File: config.mk
export PLATFORM = sky130hd
export DESIGN_NAME = addr_gen_unit
export DESIGN_NICKNAME = d
export VERILOG_FILES = /design/src/rtl/addr_gen_unit.sv
export SDC_FILE = /design/constraint.sdc
export NUM_CORES = 1
export LEC_CHECK = 0
export ABC_CLOCK_PERIOD_IN_PS = 4500
export CAP_MARGIN = 5
export CORE_MARGIN = 2
export CORE_UTILIZATION = 53
export DETAILED_ROUTE_END_ITERATION = 10
export HOLD_SLACK_MARGIN = 0.05
export MAX_ROUTING_LAYER = met4
export PLACE_DENSITY = 0.76
export SYNTH_ARGS = -nofsm -noshare
export SYNTH_HDL_FRONTEND = slang
export SYNTH_SLANG_ARGS = --single-unit
File: constraint.sdc
create_clock -name clk -period 4.5 [get_ports clk]
set_input_delay 0.675 -clock clk [delete_from_list [all_inputs] [get_ports clk]]
set_output_delay 0.675 -clock clk [all_outputs]
set_load 0.02 [all_outputs]
File: src/rtl/addr_gen_unit.sv
module addr_gen_unit #(
  parameter int PAGE_W = 9,
  parameter int OFS_W  = 7,
  parameter int NPTR   = 8
) (
  input  logic                       clk,
  input  logic                       rst_n,
  input  logic                       acc_en,
  input  logic                       use_ptr,
  input  logic [OFS_W-1:0]           ofs,
  input  logic [2:0]                 step,
  input  logic                       sel_we,
  input  logic [$clog2(NPTR)-1:0]    sel_din,
  input  logic                       page_we,
  input  logic [PAGE_W-1:0]          page_din,
  input  logic                       ptr_we,
  input  logic [$clog2(NPTR)-1:0]    ptr_wsel,
  input  logic [PAGE_W+OFS_W-1:0]    ptr_din,
  output logic [PAGE_W+OFS_W-1:0]    addr,
  output logic                       nz,
  output logic                       eq0,
  output logic [$clog2(NPTR)-1:0]    sel,
  output logic [$clog2(NPTR)-1:0]    sel_bak
);
  localparam int AW = PAGE_W + OFS_W;
  localparam int SW = $clog2(NPTR);

  logic [AW-1:0]     ptr [NPTR];
  logic [PAGE_W-1:0] page;
  logic [AW-1:0]     cur, idx, nxt;
  logic              upd;

  function automatic logic [AW-1:0] flip(input logic [AW-1:0] v);
    for (int b = 0; b < AW; b++) flip[b] = v[AW-1-b];
  endfunction

  assign cur  = ptr[sel];
  assign idx  = ptr[0];
  assign upd  = acc_en && use_ptr;
  assign addr = use_ptr ? cur : {page, ofs};
  assign nz   = |cur;
  assign eq0  = (cur == idx);

  always_comb begin
    case (step)
      3'd1:    nxt = cur + 1'b1;
      3'd2:    nxt = cur - 1'b1;
      3'd3:    nxt = cur + idx;
      3'd4:    nxt = cur - idx;
      3'd5:    nxt = flip(flip(cur) + flip(idx));
      3'd6:    nxt = flip(flip(cur) - flip(idx));
      default: nxt = cur;
    endcase
  end

  always_ff @(posedge clk) begin
    if (!rst_n) begin
      page    <= '0;
      sel     <= '0;
      sel_bak <= '0;
      for (int i = 0; i < NPTR; i++) ptr[i] <= '0;
    end else begin
      if (page_we) page <= page_din;
      if (upd && sel_we) begin
        sel_bak <= sel;
        sel     <= sel_din;
      end
      for (int i = 0; i < NPTR; i++) begin
        if (ptr_we && ptr_wsel == SW'(i)) ptr[i] <= ptr_din;
        else if (upd && sel == SW'(i))    ptr[i] <= nxt;
      end
    end
  end


  page_load_chk: assert property (@(posedge clk) disable iff (!rst_n)
    page_we && !use_ptr |=> !use_ptr || addr[AW-1:OFS_W] == $past(page_din));


  inc_step_chk: assert property (@(posedge clk) disable iff (!rst_n)
    upd && step == 3'd1 && !ptr_we |=> ptr[$past(sel)] == $past(cur) + 1'b1);


  sel_swap_chk: assert property (@(posedge clk) disable iff (!rst_n)
    upd && sel_we |=> sel == $past(sel_din) && sel_bak == $past(sel));


  ptr_load_chk: assert property (@(posedge clk) disable iff (!rst_n)
    ptr_we |=> ptr[$past(ptr_wsel)] == $past(ptr_din));


  hold_chk: assert property (@(posedge clk) disable iff (!rst_n)
    !upd && !ptr_we |=> $stable(sel) && $stable(sel_bak) && ptr[sel] == $past(cur));
endmodule

==> run_results.csv, run 1 <==
group,metric,value,unit
outcome,status,"completed",
route,drt-total-wl,38000,µm
placement,place_congestion,1.08,
sta,fin_skew,0.00723,ns
logic_synthesis,synth-main-ff-cell,"sky130_fd_sc_hd__edfxtp_1",
logic_synthesis,synth_seq_area_share,0.383,
sta,relative_slew_slack,0.0932,
critical_path,worstSetupEndpointType,"flop",
logic_synthesis,postSynth.asyncResetShare,0,
logic_synthesis,yosys.area_share.adder,0.0598,
logic_synthesis,synthesized_area_fraction_occupied_by_ao_oa_aoi_and_oai_cells,0.248,
cts,clock_path_buffers,2,
sta,timing.final.setup_violations,0,
cts,clock-root-buffer,"sky130_fd_sc_hd__clkbuf_16",
floorplanning,floorplan.die_area,21900,µm²
logic_synthesis,synthXorXnorAreaFrac,0.0224,
critical_path,critical_path_class,"flop to flop",
route,num_vias,10126,
floorplanning,floorplan.die.width,148,µm
worst_hold_path,path_category_of_the_worst_min_delay_check,"flop to flop",
sta,min_period_over_period,0.974,
sta,holdWs,0.498,ns
cts,htreeDepth,4,
logic_synthesis,leading_post_synthesis_cells_by_instance_count,"128 x sky130_fd_sc_hd__edfxtp_1, 111 x sky130_fd_sc_hd__nand2_1, 96 x sky130_fd_sc_hd__a21oi_1, 93 x sky130_fd_sc_hd__nor2_1, 66 x sky130_fd_sc_hd__o21ai_0",
sta,drv_slew,0,
layout,finish.net_count,1324,
logic_synthesis,netlist_instances,1122,
floorplanning,coreArea,20300,µm²
critical_path,path_cells,"buf_12 > buf_4 > mux4_1 > mux2i_2 > inv_1 > ha_1 > buf_4 > a21o_1 > a21oi_1 > o21ai_2 > a2111oi_1 > nor2_1 > a211oi_2 > buf_4 > o21ai_0",
floorplanning,core.rowCount,52,
critical_path,highest_cell_delay_on_the_worst_timing_path,0.57,ns
cts,number_of_hold_buffers_added_after_cts,0,
logic_synthesis,yosys-top-cells-area,"sky130_fd_sc_hd__edfxtp_1 35%, sky130_fd_sc_hd__ha_1 5.2%, sky130_fd_sc_hd__mux4_2 5.1%, sky130_fd_sc_hd__a21oi_1 4.4%, sky130_fd_sc_hd__nand2_1 3.8%",
logic_synthesis,syn_area,11000,µm²
logic_synthesis,number_of_distinct_library_cells_after_synthesis,93,
flow_run,max_cap_violations,0,
critical_path,crit_path_dat,4.50,ns
logic_synthesis,synth_fp_nets,1220,
critical_path,cpMostUsedCell,"sky130_fd_sc_hd__buf_4",
sta,worst-slew-pin-transition,1.35,ns
route,wl_per_cell,25.2,µm
route,drc,0,
power_and_ir_drop,p_per_area,344,nW/µm²
sta,period_minus_ws_final,4.38,ns
global_route,global_routing_usage_summed_across_all_routing_layers,0.356,
logic_synthesis,share_of_cell_area_taken_by_muxes_after_synthesis,0.106,
layout,syn2layout_area_growth,19.5,%
logic_synthesis,register_bit_count_reported_by_yosys,146,
global_route,globalRouteOverflowTotal,0,
cts,cts_inserted_buffers,17,
critical_path,worstSetupStartpointType,"flop",
logic_synthesis,synth-warning-count,0,
global_route,grt_pass1_wl,56700,µm
global_route,number_of_antenna_violations_at_the_first_check_in_global_routing,0,
floorplanning,io-pin-count,72,
layout,finalCoreUtilization,0.646,
global_route,vias_in_the_first_global_route,9674,
cts,numClockSinks,146,
critical_path,slowest_stage,"sky130_fd_sc_hd__mux4_1",
power_and_ir_drop,total_leakage_power,5.15,nW
placement,place_ws,-0.0775,ns
logic_synthesis,post-synth-top-count-cell,"sky130_fd_sc_hd__edfxtp_1",
route,vias_per_cell,6.71,
layout,antenna_cells,0,
floorplanning,start_util,0.540,
critical_path,worstPathMaxFanout,13,
logic_synthesis,synthSimpleGateAreaFrac,0.132,
route,initial_detailed_routing_violation_count,1418,
power_and_ir_drop,peakVddDrop,0.000256,V
cts,tritoncts,"yes",
cts,worst_skew_pair.late_latency,0.42,ns
logic_synthesis,synth_enable_flop_cells,128,
placement,port_buffers,71,
placement,detailedPlacementHpwl,26800,µm
logic_synthesis,avgSynthCellArea,9.78,µm²
logic_synthesis,synth_largest_type_area_fraction,0.350,
layout,drive_above_1_share,0.165,
floorplanning,floorplan_die_height,148,µm
sta,hold_viol_final,0,
sta,final.setup.worst_slack,0.116,ns
logic_synthesis,synth_top_family_by_area,"compound AO/OA/AOI/OAI gates",
sta,achievable-frequency,0.228,GHz
logic_synthesis,synth.largest_area_cell,"sky130_fd_sc_hd__edfxtp_1",
critical_path,reg2reg_setup_slack,0.12,ns
route,dr.pass1.iters,6,
global_route,largest_net_degree_at_the_start_of_global_routing,32,
route,drt.antenna.violating_nets,0,
critical_path,critPathRequiredTime,4.61,ns
cts,path_clk_slew,0.06,ns
## routing by layer
metal	part of all wire	GRT usage	vias up
li1	-	-	4486
met1	0.38	0.461	4741
met2	0.46	0.545	754
met3	0.12	0.0710	145
met4	0.046	0.165	0
met5	0	-	-
## placed cells by master, fill, tap and decap left out, types with 7 or more instances in the layout
cell and instances:
sky130_fd_sc_hd__o31ai_1 29, sky130_fd_sc_hd__o211ai_1 7, sky130_fd_sc_hd__inv_1 50, sky130_fd_sc_hd__nor2_1 93
sky130_fd_sc_hd__nand2b_1 11, sky130_fd_sc_hd__dfxtp_1 16, sky130_fd_sc_hd__a211oi_1 13, sky130_fd_sc_hd__nand4_1 10
sky130_fd_sc_hd__a21oi_1 94, sky130_fd_sc_hd__ha_1 45, sky130_fd_sc_hd__edfxtp_1 128, sky130_fd_sc_hd__nand2_1 110
sky130_fd_sc_hd__clkdlybuf4s50_1 70, sky130_fd_sc_hd__o21ai_1 9, sky130_fd_sc_hd__nor3_1 14, sky130_fd_sc_hd__o21a_1 9
sky130_fd_sc_hd__a22o_1 46, sky130_fd_sc_hd__mux4_1 7, sky130_fd_sc_hd__o21ai_0 66, sky130_fd_sc_hd__a32o_1 8
sky130_fd_sc_hd__nor2b_1 9, sky130_fd_sc_hd__or3_1 10, sky130_fd_sc_hd__clkbuf_16 20, sky130_fd_sc_hd__mux4_2 25
sky130_fd_sc_hd__nand3_1 20, sky130_fd_sc_hd__buf_4 87, sky130_fd_sc_hd__xor2_1 11, sky130_fd_sc_hd__xnor2_1 16
sky130_fd_sc_hd__mux2i_1 30, sky130_fd_sc_hd__a21o_1 27
## cells by family (layout without fill, tap and decap cells)
family | count (synthesis) | count (layout)
AOI/OAI and AO/OA | 384 | 384
and+or+nand+nor | 313 | 313
DFF | 146 | 146
buffers and inverters | 130 | 247
muxes | 71 | 71
adders and majority gates | 50 | 50
xor gates and xnor gates | 28 | 28
## worst paths after layout
check / start / to / cells after the start
worst min-delay path: sel_bak[2] / sel_bak[2] / 2
worst max-delay path: flop / ptr[0][3] / 15
worst max register to register: flop / ptr[0][3] / 15
worst min register to register: sel_bak[2] / sel_bak[2] / 2
## critical path: cells and delay by family, from the launching register on
family / cells / cell delay, ns
and+or+nand+nor: 1 / 0.14
AOI/OAI and AO/OA: 6 / 1.49
adders and majority gates: 1 / 0.33
muxes: 2 / 0.86
buffers and inverters: 5 / 0.88
DFF: 1 / 0.35
## where the power goes
group	switching, mW	internal (mW)
combinational	0.933	0.609
sequential	0.0457	1.56
clock	0.555	0.805
total	1.53	2.98
## flip-flops by register name (all words and copies together) (netlist names), named ones only
register  count
ptr         128
sel           3
page          9
sel_bak       3
## layout make-up
| type | instances | area, µm² |
|---|---|---|
| clock buffers | 22 | 508 |
| clock inverters | 10 | 70.1 |
| fillers | 1646 | 7200 |
| inverters | 52 | 195 |
| multi-input cells | 846 | 6330 |
| flip-flops and latches | 146 | 4210 |
| well taps | 270 | 338 |
| repair buffers | 163 | 1450 |
## through the flow
stage | std cells | TNS (ns) | cell area (µm²) | power [mW]
after global routing | 1509 | -0.258 | 13100 | 4.66
after CTS | 1502 | 0 | 13000 | 4.43
after global placement | 1470 | -0.450 | 12400 | 3.07
after floorplan | 1122 | 0 | 11000 | 2.55
after detailed placement | 1470 | -0.470 | 12400 | 3.09
final | 1509 | 0 | 13100 | 4.51
## what timing repair did
item | in CTS | in global routing
setup buffers | 0 | 7
resized for setup | 4 | 17
setup endpoints to repair | 10 | 87
pin swaps | 0 | 2
gates cloned | 0 | 0
Power figures use the tool's default switching activity.
==> run 2: changes to the inputs <==
--- a/config.mk
+++ b/config.mk
@@ -6,13 +6,12 @@
 export NUM_CORES = 1
 export LEC_CHECK = 0
 export ABC_CLOCK_PERIOD_IN_PS = 4500
-export CAP_MARGIN = 5
+export CAP_MARGIN = 20
 export CORE_MARGIN = 2
-export CORE_UTILIZATION = 53
+export CORE_UTILIZATION = 32
 export DETAILED_ROUTE_END_ITERATION = 10
 export HOLD_SLACK_MARGIN = 0.05
 export MAX_ROUTING_LAYER = met4
-export PLACE_DENSITY = 0.76
 export SYNTH_ARGS = -nofsm -noshare
 export SYNTH_HDL_FRONTEND = slang
 export SYNTH_SLANG_ARGS = --single-unit
==> run 2 against run 1 <==
Sequential power barely moved. Setup slack improved by 0.082 ns. Combinational power rose by 3%. Clock skew rose by 0.0063 ns. Clock power barely moved. Critical path type unchanged.
==> run_results.csv, run 2 (synthesis gave the netlist of run 1 again) <==
group,metric,value,unit
sta,period_minus_ws_final,4.30,ns
sta,hold_viol_final,0,
layout,mostFrequentLayoutCell,"sky130_fd_sc_hd__edfxtp_1",
critical_path,critPathRequiredTime,4.63,ns
sta,timing.final.setup_violations,0,
critical_path,cpMostUsedCell,"sky130_fd_sc_hd__a21o_1",
floorplanning,floorplan.die.width,189,µm
global_route,largest_net_degree_at_the_start_of_global_routing,36,
global_route,vias_in_the_first_global_route,9612,
critical_path,worstSetupStartpointType,"flop",
critical_path,critical_path.endpoint,"ptr[1][12]",
power_and_ir_drop,total_leakage_power,5.22,nW
cts,number_of_hold_buffers_added_after_cts,0,
critical_path,rr_endpoint,"ptr[1][12]",
cts,numClockSinks,146,
cts,clock-root-buffer,"sky130_fd_sc_hd__clkbuf_16",
placement,place_congestion,0.944,
cts,cts_inserted_buffers,17,
critical_path,worstPathMaxFanout,17,
critical_path,slowest_stage,"sky130_fd_sc_hd__mux4_2",
critical_path,count_of_buffer_and_inverter_cells_on_the_critical_path,3,
global_route,global_routing_usage_summed_across_all_routing_layers,0.223,
placement,port_buffers,71,
route,dr.pass1.iters,6,
global_route,globalRouteOverflowTotal,0,
cts,worst_skew_pair.late_latency,0.43,ns
critical_path,highest_cell_delay_on_the_worst_timing_path,0.54,ns
sta,fin_skew,0.0135,ns
critical_path,timing.critical_path.depth,15,
floorplanning,start_util,0.326,
power_and_ir_drop,post-layout-total-power,4.54,mW
floorplanning,io-pin-count,72,
floorplanning,coreArea,33600,µm²
floorplanning,core.rowCount,67,
route,vias_per_cell,5.83,
route,drt-total-wl,39000,µm
critical_path,crit_path_dat,4.43,ns
layout,syn2layout_area_growth,22.7,%
route,drc,0,
sta,achievable-frequency,0.232,GHz
layout,filler_instances,3290,
layout,antenna_cells,0,
layout,largest_reg_flops,128,
floorplanning,floorplan.die_area,35800,µm²
cts,htreeDepth,4,
sta,worst-slew-pin-transition,1.12,ns
sta,relative_slew_slack,0.247,
layout,fin_cells,1702,
cts,path_clk_slew,0.06,ns
power_and_ir_drop,p_per_area,338,nW/µm²
global_route,number_of_antenna_violations_at_the_first_check_in_global_routing,0,
layout,reg_top3,"ptr (128), page (9)",
critical_path,reg2reg_setup_slack,0.20,ns
sta,drv_slew,0,
placement,placedCellCount,1656,
critical_path,cpLargestDelayFamily,"compound AO/OA/AOI/OAI gates",
route,wl_per_cell,22.9,µm
placement,detailedPlacementHpwl,28800,µm
sta,holdWs,0.499,ns
critical_path,worst_r2r_path_depth,15,
outcome,status,"completed",
route,drt.antenna.violating_nets,0,
global_route,grt_pass1_wl,58600,µm
route,num_vias,9919,
layout,finish.net_count,1339,
sta,setup-tns-final,0,ns
layout,layout_common_cells,"128 x sky130_fd_sc_hd__edfxtp_1, 110 x sky130_fd_sc_hd__nand2_1, 103 x sky130_fd_sc_hd__buf_4",
critical_path,path_cells,"buf_12 > mux4_2 > mux2i_4 > inv_1 > ha_1 > fa_1 > a211o_1 > a21o_1 > a21o_1 > a2111oi_4 > nor2_1 > xor2_1 > a221oi_2 > buf_4 > o21ai_0",
sta,min_period_over_period,0.956,
critical_path,worstSetupEndpointType,"flop",
flow_run,max_cap_violations,0,
layout,finalCoreUtilization,0.400,
worst_hold_path,path_category_of_the_worst_min_delay_check,"flop to flop",
route,initial_detailed_routing_violation_count,1053,
cts,clock_path_buffers,2,
floorplanning,floorplan_die_height,189,µm
power_and_ir_drop,peakVddDrop,0.000286,V
cts,tritoncts,"yes",
critical_path,critical_path_class,"flop to flop",
layout,regMostFlops,"ptr",
layout,drive_above_1_share,0.175,
[run 2: changes by cell type in the layout (fill, tap and decap cells not counted), moves of 2 or more]
cell                         change
sky130_fd_sc_hd__buf_4          +16
sky130_fd_sc_hd__clkbuf_1        +3
sky130_fd_sc_hd__clkinv_2        -3
sky130_fd_sc_hd__ha_1            -3
sky130_fd_sc_hd__ha_4            +3
sky130_fd_sc_hd__clkbuf_8        +2
sky130_fd_sc_hd__clkinvlp_4      -2
sky130_fd_sc_hd__inv_4           +2
sky130_fd_sc_hd__inv_6           -2
[run 2: final cells by class]
cell class              instances  area, µm²  share of cell area
inverters                      52        195              0.0145
well taps                     448        561              0.0417
multi-input cells             846       6370               0.473
clock buffers                  26        522              0.0388
flip-flops and latches        146       4210               0.313
repair buffers                178       1560               0.116
clock inverters                 6       43.8             0.00325
[run 2: where the power goes]
group          total [mW]  internal (mW)  switching, mW  leakage [nW]
logic                1.59          0.640          0.945          3.49
clock network        1.35          0.803          0.550         0.280
registers            1.60           1.56         0.0412          1.45
[run 2: metal layers]
layer / up-vias / share of wire / track usage
li1: 4511 / - / -
met1: 4846 / 0.43 / 0.293
met2: 498 / 0.47 / 0.357
met3: 64 / 0.079 / 0.0297
met4: 0 / 0.022 / 0.0697
met5: - / 0 / -
[run 2: per-stage QoR]
step	worst slack (ns)	area, µm²
after floorplan	0.0854	11000
after global placement	-0.0985	12700
after detailed placement	-0.0228	12700
after CTS	0.0311	13200
after global routing	-0.0135	13500
final	0.198	13500
[run 2: worst min path at each step]
stage | from | to | slack [ns] | depth (start not counted)
5_1_grt | page[5] | page[5] | 0.55 | 2
2_1_floorplan | page[0] | page[0] | 0.46 | 2
4_1_cts | page[0] | page[0] | 0.50 | 2
3_5_place_dp | page[0] | page[0] | 0.48 | 2
6_report | sel_bak[0] | sel_bak[0] | 0.50 | 2
3_3_place_gp | page[7] | page[7] | 0.48 | 2
[run 2: tightest hold or removal path, stage by stage, from the launching register on]
cell	delay (ns)
sky130_fd_sc_hd__dfxtp_1	0.33
sky130_fd_sc_hd__mux2i_1	0.07
sky130_fd_sc_hd__nor2_1	0.07
[run 2: what timing repair did]
action,CTS,global route
gates cloned,0,0
pin swaps,0,6
setup endpoints to repair,1,108
buffers inserted,0,13
gates resized for setup,2,23
